`src/rtl/page_addr_gen_pkg.sv`:
```
package page_addr_gen_pkg;
  localparam int COORD_W = 6;

  typedef enum logic [1:0] {
    ST_IDLE = 2'd0,
    ST_DIV  = 2'd1,
    ST_OUT  = 2'd2
  } gen_state_t;
endpackage

```
`src/rtl/bank_coord_table.sv`:
```
module bank_coord_table
  import page_addr_gen_pkg::*;
#(
  parameter int BANKS  = 6,
  parameter int BANK_W = 3
) (
  input  logic               clk,
  input  logic               rst_n,
  input  logic               we,
  input  logic [BANK_W-1:0]  wr_bank,
  input  logic [COORD_W-1:0] wr_x,
  input  logic [COORD_W-1:0] wr_y,
  input  logic [BANK_W-1:0]  rd_bank,
  output logic [COORD_W-1:0] rd_x,
  output logic [COORD_W-1:0] rd_y
);
  logic [COORD_W-1:0] x_q [BANKS];
  logic [COORD_W-1:0] y_q [BANKS];

  for (genvar b = 0; b < BANKS; b++) begin : g_entry
    always_ff @(posedge clk) begin
      if (!rst_n) begin
        x_q[b] <= '0;
        y_q[b] <= '0;
      end else if (we && (wr_bank == BANK_W'(b))) begin
        x_q[b] <= wr_x;
        y_q[b] <= wr_y;
      end
    end
  end

  always_comb begin
    rd_x = '0;
    rd_y = '0;
    for (int b = 0; b < BANKS; b++) begin
      if (rd_bank == BANK_W'(b)) begin
        rd_x = x_q[b];
        rd_y = y_q[b];
      end
    end
  end
endmodule

```
`src/rtl/serial_const_div.sv`:
```
module serial_const_div #(
  parameter int DIVISOR = 6,
  parameter int IDX_W   = 16,
  parameter int REM_W   = 3
) (
  input  logic             clk,
  input  logic             rst_n,
  input  logic             start,
  input  logic [IDX_W-1:0] dividend,
  output logic             done,
  output logic [IDX_W-1:0] quotient,
  output logic [REM_W-1:0] remainder
);
  localparam int CNT_W = $clog2(IDX_W + 1);

  logic [IDX_W-1:0] shift_q;
  logic [CNT_W-1:0] cnt_q;
  logic [REM_W:0]   trial;
  logic             fits;

  assign trial = {remainder, shift_q[IDX_W-1]};
  assign fits  = trial >= (REM_W+1)'(DIVISOR);

  always_ff @(posedge clk) begin
    if (!rst_n) begin
      shift_q   <= '0;
      cnt_q     <= '0;
      quotient  <= '0;
      remainder <= '0;
      done      <= 1'b0;
    end else begin
      done <= 1'b0;
      if (start) begin
        shift_q   <= dividend;
        cnt_q     <= CNT_W'(IDX_W);
        quotient  <= '0;
        remainder <= '0;
      end else if (cnt_q != '0) begin
        shift_q   <= {shift_q[IDX_W-2:0], 1'b0};
        quotient  <= {quotient[IDX_W-2:0], fits};
        remainder <= fits ? REM_W'(trial - (REM_W+1)'(DIVISOR)) : trial[REM_W-1:0];
        cnt_q     <= cnt_q - 1'b1;
        if (cnt_q == CNT_W'(1)) done <= 1'b1;
      end
    end
  end


  rem_in_range_chk: assert property (@(posedge clk) disable iff (!rst_n)
    int'(remainder) < DIVISOR);
endmodule

```
`src/rtl/page_addr_gen.sv`:
```
module page_addr_gen
  import page_addr_gen_pkg::*;
#(
  parameter int BANKS    = 6,
  parameter int IDX_W    = 16,
  parameter int SIZE_W   = 16,
  parameter int ADDR_W   = 32,
  parameter int CHAN_BIT = 30,
  parameter int BANK_W   = (BANKS > 1) ? $clog2(BANKS) : 1
) (
  input  logic               clk,
  input  logic               rst_n,
  input  logic               cfg_we,
  input  logic [BANK_W-1:0]  cfg_bank,
  input  logic [COORD_W-1:0] cfg_x,
  input  logic [COORD_W-1:0] cfg_y,
  input  logic [ADDR_W-1:0]  base_addr,
  input  logic [SIZE_W-1:0]  page_size,
  input  logic [IDX_W-1:0]   total_pages,
  input  logic               in_valid,
  output logic               in_ready,
  input  logic [IDX_W-1:0]   in_index,
  output logic               out_valid,
  input  logic               out_ready,
  output logic [BANK_W-1:0]  out_bank,
  output logic [COORD_W-1:0] out_x,
  output logic [COORD_W-1:0] out_y,
  output logic [ADDR_W-1:0]  out_addr,
  output logic [SIZE_W-1:0]  out_len,
  output logic               out_chan,
  output logic               out_err
);
  gen_state_t         state_q;
  logic [IDX_W-1:0]   idx_q, pages_q, row_q;
  logic [ADDR_W-1:0]  base_q;
  logic [SIZE_W-1:0]  size_q;
  logic               accept, div_done;
  logic [IDX_W-1:0]   div_q;
  logic [BANK_W-1:0]  div_r;
  logic [ADDR_W-1:0]  offset;

  assign in_ready  = (state_q == ST_IDLE);
  assign out_valid = (state_q == ST_OUT);
  assign accept    = in_valid && in_ready;
  assign offset    = ADDR_W'(div_q) * ADDR_W'(size_q);
  assign out_len   = size_q;
  assign out_chan  = out_addr[CHAN_BIT];

  serial_const_div #(.DIVISOR(BANKS), .IDX_W(IDX_W), .REM_W(BANK_W)) u_div (
    .clk(clk), .rst_n(rst_n), .start(accept), .dividend(in_index),
    .done(div_done), .quotient(div_q), .remainder(div_r)
  );

  bank_coord_table #(.BANKS(BANKS), .BANK_W(BANK_W)) u_table (
    .clk(clk), .rst_n(rst_n), .we(cfg_we), .wr_bank(cfg_bank),
    .wr_x(cfg_x), .wr_y(cfg_y), .rd_bank(out_bank), .rd_x(out_x), .rd_y(out_y)
  );

  always_ff @(posedge clk) begin
    if (!rst_n) begin
      state_q  <= ST_IDLE;
      idx_q    <= '0;
      pages_q  <= '0;
      row_q    <= '0;
      base_q   <= '0;
      size_q   <= '0;
      out_bank <= '0;
      out_addr <= '0;
      out_err  <= 1'b0;
    end else begin
      case (state_q)
        ST_IDLE: if (accept) begin
          idx_q   <= in_index;
          pages_q <= total_pages;
          base_q  <= base_addr;
          size_q  <= page_size;
          state_q <= ST_DIV;
        end
        ST_DIV: if (div_done) begin
          out_bank <= div_r;
          row_q    <= div_q;
          out_addr <= base_q + offset;
          out_err  <= (idx_q >= pages_q);
          state_q  <= ST_OUT;
        end
        ST_OUT: if (out_ready) state_q <= ST_IDLE;
        default: state_q <= ST_IDLE;
      endcase
    end
  end


  hold_stable_chk: assert property (@(posedge clk) disable iff (!rst_n)
    out_valid && !out_ready |=> out_valid && $stable(out_bank) && $stable(out_addr)
      && $stable(out_len) && $stable(out_err) && $stable(out_x) && $stable(out_y));

  busy_not_ready_chk: assert property (@(posedge clk) disable iff (!rst_n)
    !(in_ready && out_valid));

  bank_range_chk: assert property (@(posedge clk) disable iff (!rst_n)
    out_valid |-> int'(out_bank) < BANKS);

  row_recombine_chk: assert property (@(posedge clk) disable iff (!rst_n)
    out_valid |-> (int'(row_q) * BANKS + int'(out_bank)) == int'(idx_q));
endmodule

```
`config.mk`:
```
export PLATFORM = sky130hd
export DESIGN_NAME = page_addr_gen
export DESIGN_NICKNAME = d
export VERILOG_FILES = /design/src/rtl/page_addr_gen_pkg.sv /design/src/rtl/bank_coord_table.sv /design/src/rtl/serial_const_div.sv /design/src/rtl/page_addr_gen.sv
export SDC_FILE = /design/constraint.sdc
export NUM_CORES = 1
export LEC_CHECK = 0
export ABC_CLOCK_PERIOD_IN_PS = 7560
export BUFFER_PORTS_ARGS = -buffer_cell sky130_fd_sc_hd__buf_4
export CAP_MARGIN = 30
export CORE_MARGIN = 1
export CORE_UTILIZATION = 60
export CTS_CLUSTER_DIAMETER = 30
export DETAILED_ROUTE_END_ITERATION = 10
export PLACE_DENSITY = 0.8
export REMOVE_ABC_BUFFERS = 1
export SLEW_MARGIN = 30
export SYNTH_ARGS = -nofsm -noshare
export SYNTH_HDL_FRONTEND = slang
export SYNTH_SLANG_ARGS = --single-unit
```
`constraint.sdc`:
```
create_clock -name clk -period 7.56 [get_ports clk]
set_input_delay 0.756 -clock clk [delete_from_list [all_inputs] [get_ports clk]]
set_output_delay 0.756 -clock clk [all_outputs]
set_load 0.01 [all_outputs]
```
==> qor.txt, run 1 <==
Critical path fanouts, max: 18
Pleak: 10.3 nW
Distinct cells, synth: 59
FMAX: 157 MHz
Ys flop type: dfxtp_1
Pre-antenna DRT Iters: 7
DP Area: 20600 sq um
Cts bufs inserted: 51
Via count: 14.5k
Post-synthesis xor/xnor area fraction: 1.37%
Multi-input gate area: 12100 sq um
Worst vdd ir: 0.242 mV
Vias in the first global route: 15.2k
Critical path arrival: 6810 ps
Setup TNS: 0 ps
CTS Buffer Depth: 3
I/O pin cnt: 167
Initial DRC Count: 992
CTS tree: yes
Area grow syn2layout: 17.2%
N_diodes: 0
Nets@finish: 2696
Mean area per synthesized cell: 9.00 sq um
#FFs+latches synth: 231
Row Count: 65
Fillers: 2333
Post-synthesis cell area: 19100 sq um
Power Density: 193 nW/um^2
Main area contributors after synthesis: fa_1 (24%), dfxtp_1 (17%), edfxtp_1 (11%)
GR Util All Layers: 28.3%
Final hold vios: 0
Minimum clock period: 6380 ps
First-pass GRT wire length: 74.1 mm
H-tree depth: 2
Critical Path Start Type: flip-flop
Crit path required time: 7990 ps
Ratio of cells with drive above 1 in the final layout: 12.5%
Vias per Instance: 5.37
CTS Root Cell: clkbuf_16
IO buf count: 166
# setup viols final: 0
Die area: 32600 sq um
Antenna viol nets, final: 0
Top-area cell type share of the netlist area: 23.5%
RSZ-0062 raised after global routing: no
Setup crit end kind: flip-flop
Synthesized instance count: 2127
Starting density of the core: 60.8%
Post-Synth Simple-Gate Area: 18.4%
EDFF count, synth: 72
GRT overflow: 0
Actual slew at the worst max-slew pin: 954 ps
Antenna violations before repair: 0
Synth Area in Adders: 31.2%
Max_slew headroom: 36.2%
Die height: 181 um
Routed WL: 44.8 mm
FF/Latch Area: 5350 sq um
Final period util: 84.4%
Setup Crit Path Kind: flip-flop to flip-flop
Chip width: 181 um
Detail Placement HPWL: 32.7 mm
GP Congestion: 0.923
Mux contribution to synthesized area: 2.09%
Slew Limit Fails: 0
Ys Warns: 0
Largest net degree at the start of global routing: 97
Leading area contributor after synthesis: fa_1
Non-Filler Cell Area, Final: 22400 sq um
Resized Gates After CTS: 0
DRC viols: 0
Fin Clk Skew: 26.4 ps
Status: completed
Setup repair bufs after CTS: 0
Hold_ws: 442 ps
Core area: 31500 sq um
Post-DR wirelength/cell: 16.6 um
Hold Buf Count CTS: 0
Clock Latency Late Sink: 560 ps
Register area share after synthesis: 27.9%
Clk sink count: 231
Compound-gate portion of the synthesized area: 9.87%
Hold Path Class: flip-flop to flip-flop
Largest family of logic cells by synthesized area: adder cells
Clock transition at the registers of the reported paths: 50 ps
Asr flop ratio synth: 0%
Max_cap viols: 0
## layout make-up
cell class	instances	share of cell area [%]
repair buffers	183	6.18
flip-flops and latches	231	23.8
multi-input cells	1440	53.8
well taps	402	2.24
clock inverters	26	1.62
clock buffers	69	6.53
inverters	346	5.79
## stage by stage
stage	std cells	total power [mW]	util (%)	setup WS (ps)
6_report	2697	4.33	71.3	1180
3_5_place_dp	2600	2.04	65.4	1220
3_3_place_gp	2600	2.02	65.4	1320
4_1_cts	2695	4.36	71.2	1200
5_1_grt	2697	4.50	71.3	868
2_1_floorplan	2017	1.83	-	1950
## flip-flops by register name (all words and copies together) (netlist names)
signal and cells:
u_div.cnt_q 5, u_table.y_q 36, u_div.remainder 3, out_err 1, out_addr 32, idx_q 16, out_bank 3, u_div.shift_q 16
u_div.done 1, out_len 16, base_q 32, u_div.quotient 16, state_q 2, u_table.x_q 36, pages_q 16
## critical path, stage by stage (launching register included)
cell and delay (ps):
dfxtp_1 900, nand2_1 190, fa_1 590, inv_1 60
fa_1 480, fa_1 570, fa_1 430, fa_1 510
inv_1 50, fa_1 480, inv_1 40, ha_1 360
a21oi_1 240, o21ai_0 140, o31ai_1 360, a21o_1 160
a21boi_0 70, o31ai_1 300, nor3_1 80, a211o_1 220
## worst paths after layout
kind	from	cells past startpoint	slack, ps	to
worst max register to register	out_len[7]	19	1180	out_addr[29]
worst max-delay path	out_len[7]	19	1180	out_addr[29]
worst min-delay path	out_addr[25]	2	440	out_addr[25]
worst min register to register	out_addr[25]	2	440	out_addr[25]
## synthesized netlist by cell type, drive strengths merged (44+ instances only)
library cell  instances
nand2               407
nor2                 44
clkbuf               91
a21boi               90
fa                  225
a21oi                64
inv                 346
edfxtp               72
and2                231
o21ai                62
dfxtp               159
ha                  118
## power breakdown
group,switching [mW],total (mW),internal (mW),leakage [nW]
logic,0.345,0.585,0.240,7.44
registers,0.0769,1.44,1.36,1.99
clock network,0.713,2.31,1.59,0.885
total,1.13,4.33,3.20,10.3
## cell families (layout without fill, tap and decap cells)
group,count (synthesis),count (layout)
multiplexers,40,40
AO/OA/AOI/OAI,283,283
adder cells (fa/ha/maj),343,343
flip-flops,231,231
buffers and inverters,456,624
AND/OR/NAND/NOR,744,744
XOR/XNOR,30,30
## cell usage in the layout (no fill, tap or decap), types with 3 or more instances in the layout
cell and n:
buf_4 182, a21oi_1 62, ha_1 118, mux2i_1 40, nand2b_1 9, bufinv_16 7
clkinv_2 8, nor2_1 43, o21a_1 3, a21o_1 14, fa_1 225, nand2_1 406
xor2_1 13, a21boi_0 90, o21bai_1 4, nand3b_1 4, dfxtp_1 158, a31oi_1 4
a211oi_1 5, nor3_1 11, nand3_1 10, nor2b_1 6, edfxtp_1 72, o211a_1 3
nor3b_1 3, nand4_1 7, and3_1 3, xnor2_1 17, inv_1 346, o31ai_1 7
clkbuf_1 7, o21ai_0 58, clkinvlp_4 5, o221ai_1 12, clkbuf_8 10, clkbuf_16 52
o21ai_1 3, and2_1 229
## layer usage
metal	routed length, um	vias up	part of all wire [%]	track usage (%)
met4	906	0	2.0	8.31
met5	0	-	0	0
met2	21900	521	49	48.5
met1	18900	6997	42	36.7
met3	3100	83	6.9	4.69
li1	-	6885	-	-
Note: power is estimated with default switching activity, not from simulation.
==> inputs of run 2 (changes only) <==
ABC_CLOCK_PERIOD_IN_PS = 6300   (was 7560)
clock period = 6.3 ns   (was 7.56 ns; I/O delays follow)
==> run 2 against run 1 <==
  * Register-to-register slack worse by 890 ps
  * Combinational power up 24%
  * Clock power up 19%
  * Final area up 1.0%
  * Routed wire length up 3.3%
  * Core utilization up 0.72 points
  * Die area unchanged
  * Power up 20%
  * Non-clock buffer count up 25
  * Sequential share of layout area down 0.19 points
  * Global-route usage up 0.87 points
  * Maximum frequency up 6.1%
  * Critical path type unchanged
  * Largest cell class unchanged
==> qor.txt, run 2 (synthesis results as in run 1) <==
Minimum clock period: 6010 ps (-368 ps)
Critical path arrival: 6430 ps (-380 ps)
Row Count: 65 (unchanged)
Nets@finish: 2720 (+0.89%)
First-pass GRT wire length: 76.7 mm (+3.6%)
Final hold vios: 0 (unchanged)
Multi-input gate area: 12100 sq um (+0.16%)
Crit path from: out_len[12]
Non-Filler Cell Area, Final: 22700 sq um (+1.0%)
IO buf count: 166 (unchanged)
FMAX: 166 MHz (+6.1%)
Final period util: 95.5% (+11 points)
FF/Latch Area: 5360 sq um (+0.21%)
Detail Placement HPWL: 33.4 mm (+2.3%)
Total Power: 5.19 mW (+20%)
Placed Cells: 2626 (+1.0%)
Cts bufs inserted: 50 (-2.0%)
# setup viols final: 0 (unchanged)
H-tree depth: 2 (unchanged)
Routed WL: 46.3 mm (+3.3%)
Worst vdd ir: 0.224 mV (-7.5%)
Initial DRC Count: 873 (-12%)
Setup crit end kind: flip-flop
Most frequent cells in the layout: nand2_1 (406), inv_1 (346), and2_1 (229)
Actual slew at the worst max-slew pin: 945 ps (-8.97 ps)
Clk sink count: 231 (unchanged)
Chip width: 181 um (unchanged)
Critical path fanouts, max: 15 (-3)
Largest registers: u_table.x_q (36), u_table.y_q (36)
Fin Clk Skew: 43.5 ps (+17.1 ps)
Starting density of the core: 60.8% (unchanged)
Critical Path Start Type: flip-flop
Power Density: 229 nW/um^2 (+19%)
Post-route insts no fill: 2719 (+0.82%)
Setup TNS: 0 ps (unchanged)
Largest net degree at the start of global routing: 97 (unchanged)
Final WS setup: 285 ps (-892 ps)
Hold Path Class: primary input to flip-flop
Ratio of cells with drive above 1 in the final layout: 13.9% (+1.4 points)
CTS tree: yes
RSZ-0062 raised after global routing: no
GP Congestion: 0.933 (+1.1%)
Die area: 32600 sq um (unchanged)
Vias per Instance: 5.44 (+1.3%)
DRC viols: 0 (unchanged)
I/O pin cnt: 167 (unchanged)
Setup repair bufs after CTS: 0 (unchanged)
CTS Root Cell: clkbuf_16
Pre-antenna DRT Iters: 5 (-2)
GRT overflow: 0 (unchanged)
Status: completed
Worst R2R Start: out_len[12]
Vias in the first global route: 15.7k (+3.2%)
Die height: 181 um (unchanged)
Antenna viol nets, final: 0 (unchanged)
Setup WS pre-CTS: 191 ps (-1030 ps)
Hold Crit Start: total_pages[1]
Slew Limit Fails: 0 (unchanged)
Hold_ws: 307 ps (-135 ps)
Resized Gates After CTS: 0 (unchanged)
Fillers: 2340 (+0.30%)
Clock transition at the registers of the reported paths: 50 ps (about the same)
Max_cap viols: 0 (unchanged)
N_diodes: 0 (unchanged)
Antenna violations before repair: 0 (unchanged)
Pleak: 10.4 nW (+1.2%)
CTS Buffer Depth: 3 (unchanged)
Max_slew headroom: 36.8% (+0.56 points)
GR Util All Layers: 29.1% (+0.87 points)
R2R setup slack: 290 ps (-890 ps)
Crit path required time: 6720 ps (-1270 ps)
Hold Buf Count CTS: 0 (unchanged)
Setup Crit Path Kind: flip-flop to flip-flop
Post-DR wirelength/cell: 17.0 um (+2.5%)
DP Area: 20800 sq um (+1.1%)
Via count: 14.8k (+2.1%)
Core area: 31500 sq um (unchanged)
Area grow syn2layout: 18.3%
Most common cell after layout, fill and taps aside: nand2_1
Clock Latency Late Sink: 580 ps (+20 ps)
Final core occ: 72.0% (+0.72 points)
[run 2: cell types whose count changed in the layout (fill, tap and decap cells not counted), sizes merged]
| cell | previous run | this run |
|---|---|---|
| buf | 183 | 208 |
| inv | 349 | 346 |
| clkbuf | 69 | 62 |
| bufinv | 7 | 8 |
| clkinv | 11 | 17 |
[run 2: layout make-up]
cell class	instances	area share, %
clock buffer	62	6.03
tap	402	2.22
timing repair buffer	208	7.09
sequential	231	23.6
clock inverter	30	1.94
multi-input combinational	1440	53.4
inverter	346	5.73
[run 2: metal layers]
metal  up-vias  wire length, um  GRT usage, %
met1      7193            19300          37.4
li1       6943                -             -
met5         -                0             0
met2       556            22600          50.8
met4         0             1230          8.99
met3       100             3200          4.16
[run 2: final timing paths]
| kind | to | cells past startpoint |
|---|---|---|
| worst max-delay path | out_addr[31] | 19 |
| worst min-delay path | pages_q[1] | 3 |
| worst max register to register | out_addr[31] | 19 |
| worst min register to register | out_addr[25] | 2 |
[run 2: worst max-delay path, cell delays in order (launching register included)]
cell and delay [ps]:
dfxtp_1 770, nand2_1 160, fa_1 530, inv_1 70
fa_1 620, fa_1 460, fa_1 460, fa_1 490
inv_1 50, fa_1 480, inv_1 40, ha_1 370
a21oi_1 230, o21ai_0 120, a21o_1 160, a31o_2 260
o31ai_2 260, o21ai_1 140, xnor2_1 170, a21oi_1 80
[run 2: report_power, final]
part	switching, mW	internal [mW]
Clock	0.874	1.87
Combinational	0.428	0.295
Sequential	0.0853	1.64
==> inputs of run 3 (changes only) <==
SYNTH_HIERARCHICAL = 1   (was default)
==> run 3 against run 2 <==
  * Maximum frequency fell by 1.2%
  * Clock power grew 3%
  * Largest power group unchanged
  * Cell count increased by 1.3%
  * Worst hold slack lost 27 ps
  * Global-route usage increased by 1.2 points
  * Non-clock buffer count rose by 6
  * Routed wire length increased by 2.1%
  * Critical path type unchanged
  * Area after synthesis up 0.25%
  * Clock skew decreased by 32 ps
  * Core utilization decreased by 0.15 points
  * Synthesized cell count rose by 0.71%
==> qor.txt, run 3 <==
Fillers: 2353 (+0.56%)
Leading area contributor after synthesis: fa_1
Slew Limit Fails: 0 (unchanged)
Actual slew at the worst max-slew pin: 966 ps (+20.8 ps)
Final period util: 96.6% (+1.1 points)
CTS Root Cell: clkbuf_16
Met2 Track Usage GR: 52.2% (+1.4 points)
GRT overflow: 0 (unchanged)
Largest registers: u_table/x_q (36), u_table/y_q (36)
Most common cell after layout, fill and taps aside: nand2_1
Clock Latency Late Sink: 590 ps (about the same)
Setup WS pre-CTS: 240 ps (+49.2 ps)
Area grow syn2layout: 18.1%
Ys flop type: dfxtp_1
Mean area per synthesized cell: 8.96 sq um (-0.45%)
Most frequent cells in the layout: nand2_1 (411), inv_1 (362), fa_1 (225)
WHS Path Cells: 3 (unchanged)
Pre-antenna DRT Iters: 5 (unchanged)
Distinct cells, synth: 80 (+36%)
Ys Warns: 6 (+6)
Row Count: 65 (unchanged)
Nets@finish: 2747 (+0.99%)
Vias in the first global route: 16.2k (+3.4%)
Synthesized instance count: 2142 (+0.71%)
Core area: 31600 sq um (+0.26%)
Detail Placement HPWL: 34.0 mm (+1.7%)
Largest net degree at the start of global routing: 85 (-12%)
H-tree depth: 2 (unchanged)
Top-area cell type share of the netlist area: 23.5% (-0.058 points)
Switching part of the total: 28.8% (+2.1 points)
GP Congestion: 0.901 (-3.4%)
Switch Pwr: 1.55 mW (+12%)
Max_cap viols: 0 (unchanged)
CTS Buffer Depth: 3 (unchanged)
Main area contributors after synthesis: fa_1 (23%), dfxtp_1 (17%), edfxtp_1 (11%)
Pleak: 10.3 nW (-1.8%)
Sequential power share: 32.6% (-0.6 points)
Combinational Power Share: 15.0% (+1.1 points)
Synth cell count leaders: nand2_1 (413), inv_1 (362), fa_1 (225), and2_1 (190), dfxtp_1 (159)
Chip width: 181 um (+0.12%)
I/O pin cnt: 167 (unchanged)
Final core occ: 71.9% (-0.15 points)
Total Power: 5.37 mW (+3.5%)
Fin Clk Skew: 11.3 ps (-32.2 ps)
RSZ-0062 raised after global routing: no
Initial DRC Count: 961 (+10%)
Post-synthesis cell area: 19200 sq um (+0.25%)
IO buf count: 166 (unchanged)
Hold Crit Start: page_size[2]
Setup TNS: 0 ps (unchanged)
Critical Path Start Type: flip-flop
Grt met3 use: 4.76% (+0.59 points)
GR peak layer: met2
Die height: 181 um (+0.12%)
Ratio of cells with drive above 1 in the final layout: 15.4% (+1.5 points)
Clk sink count: 231 (unchanged)
Reg2reg path depth: 18 (-1)
Status: completed
First-pass GRT wire length: 79.0 mm (+2.9%)
Met1 Use GR: 37.5% (+0.14 points)
Starting density of the core: 60.8% (about the same)
Vias per Instance: 5.53 (+1.7%)
N_diodes: 0 (unchanged)
Antenna violations before repair: 0 (unchanged)
Routed WL: 47.2 mm (+2.1%)
Worst R2R Start: u_div/quotient[6]
GR Util All Layers: 30.4% (+1.2 points)
# setup viols final: 0 (unchanged)
Minimum clock period: 6090 ps (+72.1 ps)
Asr flop ratio synth: 0% (unchanged)
Final WS setup: 213 ps (-72.1 ps)
Worst vdd ir: 0.295 mV (+32%)
Die area: 32700 sq um (+0.24%)
Antenna viol nets, final: 0 (unchanged)
Worst Hold End: out_len[2]
Register area share after synthesis: 27.8% (-0.069 points)
Setup crit end kind: flip-flop
Post-DR wirelength/cell: 17.2 um (+0.82%)
Int Pwr: 3.82 mW (+0.52%)
Via count: 15.2k (+2.9%)
Crit path required time: 6780 ps (+60 ps)
Clock share of power: 52.4% (-0.5 points)
R2R setup slack: 210 ps (-70 ps)
Most frequent cell after synthesis: nand2_1
DRC viols: 0 (unchanged)
Max_slew headroom: 35.6% (-1.2 points)
FMAX: 164 MHz (-1.2%)
Power Density: 237 nW/um^2 (+3.4%)
Critical path arrival: 6570 ps (+140 ps)
Reg2Reg Capture Point: out_addr[23]
Final hold vios: 0 (unchanged)
Hold Path Class: primary input to flip-flop
#FFs+latches synth: 231 (unchanged)
Setup repair bufs after CTS: 0 (unchanged)
Cts bufs inserted: 54 (+8.0%)
Critical path fanouts, max: 10 (-5)
Setup Crit Path Kind: flip-flop to flip-flop
EDFF count, synth: 72 (unchanged)
Clock transition at the registers of the reported paths: 50 ps (about the same)
CTS tree: yes
run 3: changes by cell type in the layout (fill, tap and decap cells not counted), sizes merged, moves of 10 or more:
cell / delta
o221ai: -12
nand2: +11
and2: -40
nor3: +15
xor2: -10
o21ai: -13
a21oi: +91
o21a: +16
a211oi: +10
a21boi: -86
a221oi: +11
inv: +20
run 3: worst max path at each step:
stage / startpoint / cells past startpoint / to
global route: out_len[9] / 20 / out_addr[20]
global placement: out_len[10] / 18 / out_addr[30]
detailed placement: out_len[10] / 18 / out_addr[30]
CTS: out_len[4] / 19 / out_addr[29]
finish: u_div/quotient[6] / 18 / out_addr[23]
floorplan: out_len[7] / 18 / out_addr[30]
run 3: metal layers:
layer	wire length [um]	vias to the layer above	part of all wire, %
li1	-	7074	-
met5	0	-	0
met4	2030	0	4.3
met2	23200	557	49
met1	19000	7437	40
met3	2960	158	6.3
run 3: power groups by stage:
| stage | clock, mW | combinational, mW | sequential (mW) |
|---|---|---|---|
| 2_1_floorplan | 0 | 0.457 | 1.74 |
| 5_1_grt | 2.92 | 0.883 | 1.76 |
| 4_1_cts | 2.84 | 0.799 | 1.74 |
| 3_3_place_gp | 0 | 0.758 | 1.76 |
| 6_report | 2.81 | 0.805 | 1.75 |
| 3_5_place_dp | 0 | 0.785 | 1.77 |
run 3: cell families (layout without fill, tap and decap cells):
logic type,Yosys count,in the layout,share of synthesized area (%)
flip-flops,231,231,27.8
multiplexers,36,36,1.88
adder cells (fa/ha/maj),342,342,31.1
buffers and inverters,472,681,9.82
AO/OA/AOI/OAI,311,311,10.4
AND/OR/NAND/NOR,733,733,18.2
XOR/XNOR,17,17,0.776
run 3: metrics by stage:
stage / std cells / hold slack (ps) / cell area [sq um]
CTS: 2753 / 262 / 22700
global placement: 2651 / 442 / 20800
finish: 2753 / 279 / 22700
global route: 2753 / 283 / 22700
detailed placement: 2651 / 446 / 20800
floorplan: 2035 / 436 / 18700
run 3: critical path: stages (launching register included):
cell,delay [ps]
dfxtp_1,530
buf_4,260
nand2_1,100
fa_1,540
inv_1,60
fa_1,420
fa_1,520
inv_1,60
fa_1,550
fa_1,430
fa_1,500
inv_1,40
ha_1,340
a21oi_1,380
o21ai_1,230
a21oi_2,330
a21oi_1,120
or3_1,320
a32o_1,240
run 3: repair_timing:
action                                 4_1_cts  5_1_grt
hold buffers                                 0        0
setup endpoints to repair                    0        9
endpoints found under the hold margin        0        0
resized for setup                            0        7
run 3: area by class of cell:
cell class	count	area, sq um	share of cell area [%]
repair buffers	214	1610	7.09
well taps	402	503	2.22
flip-flops and latches	231	5360	23.6
inverters	365	1370	6.05
clock buffers	63	1410	6.20
multi-input cells	1439	12000	52.8
clock inverters	39	448	1.98
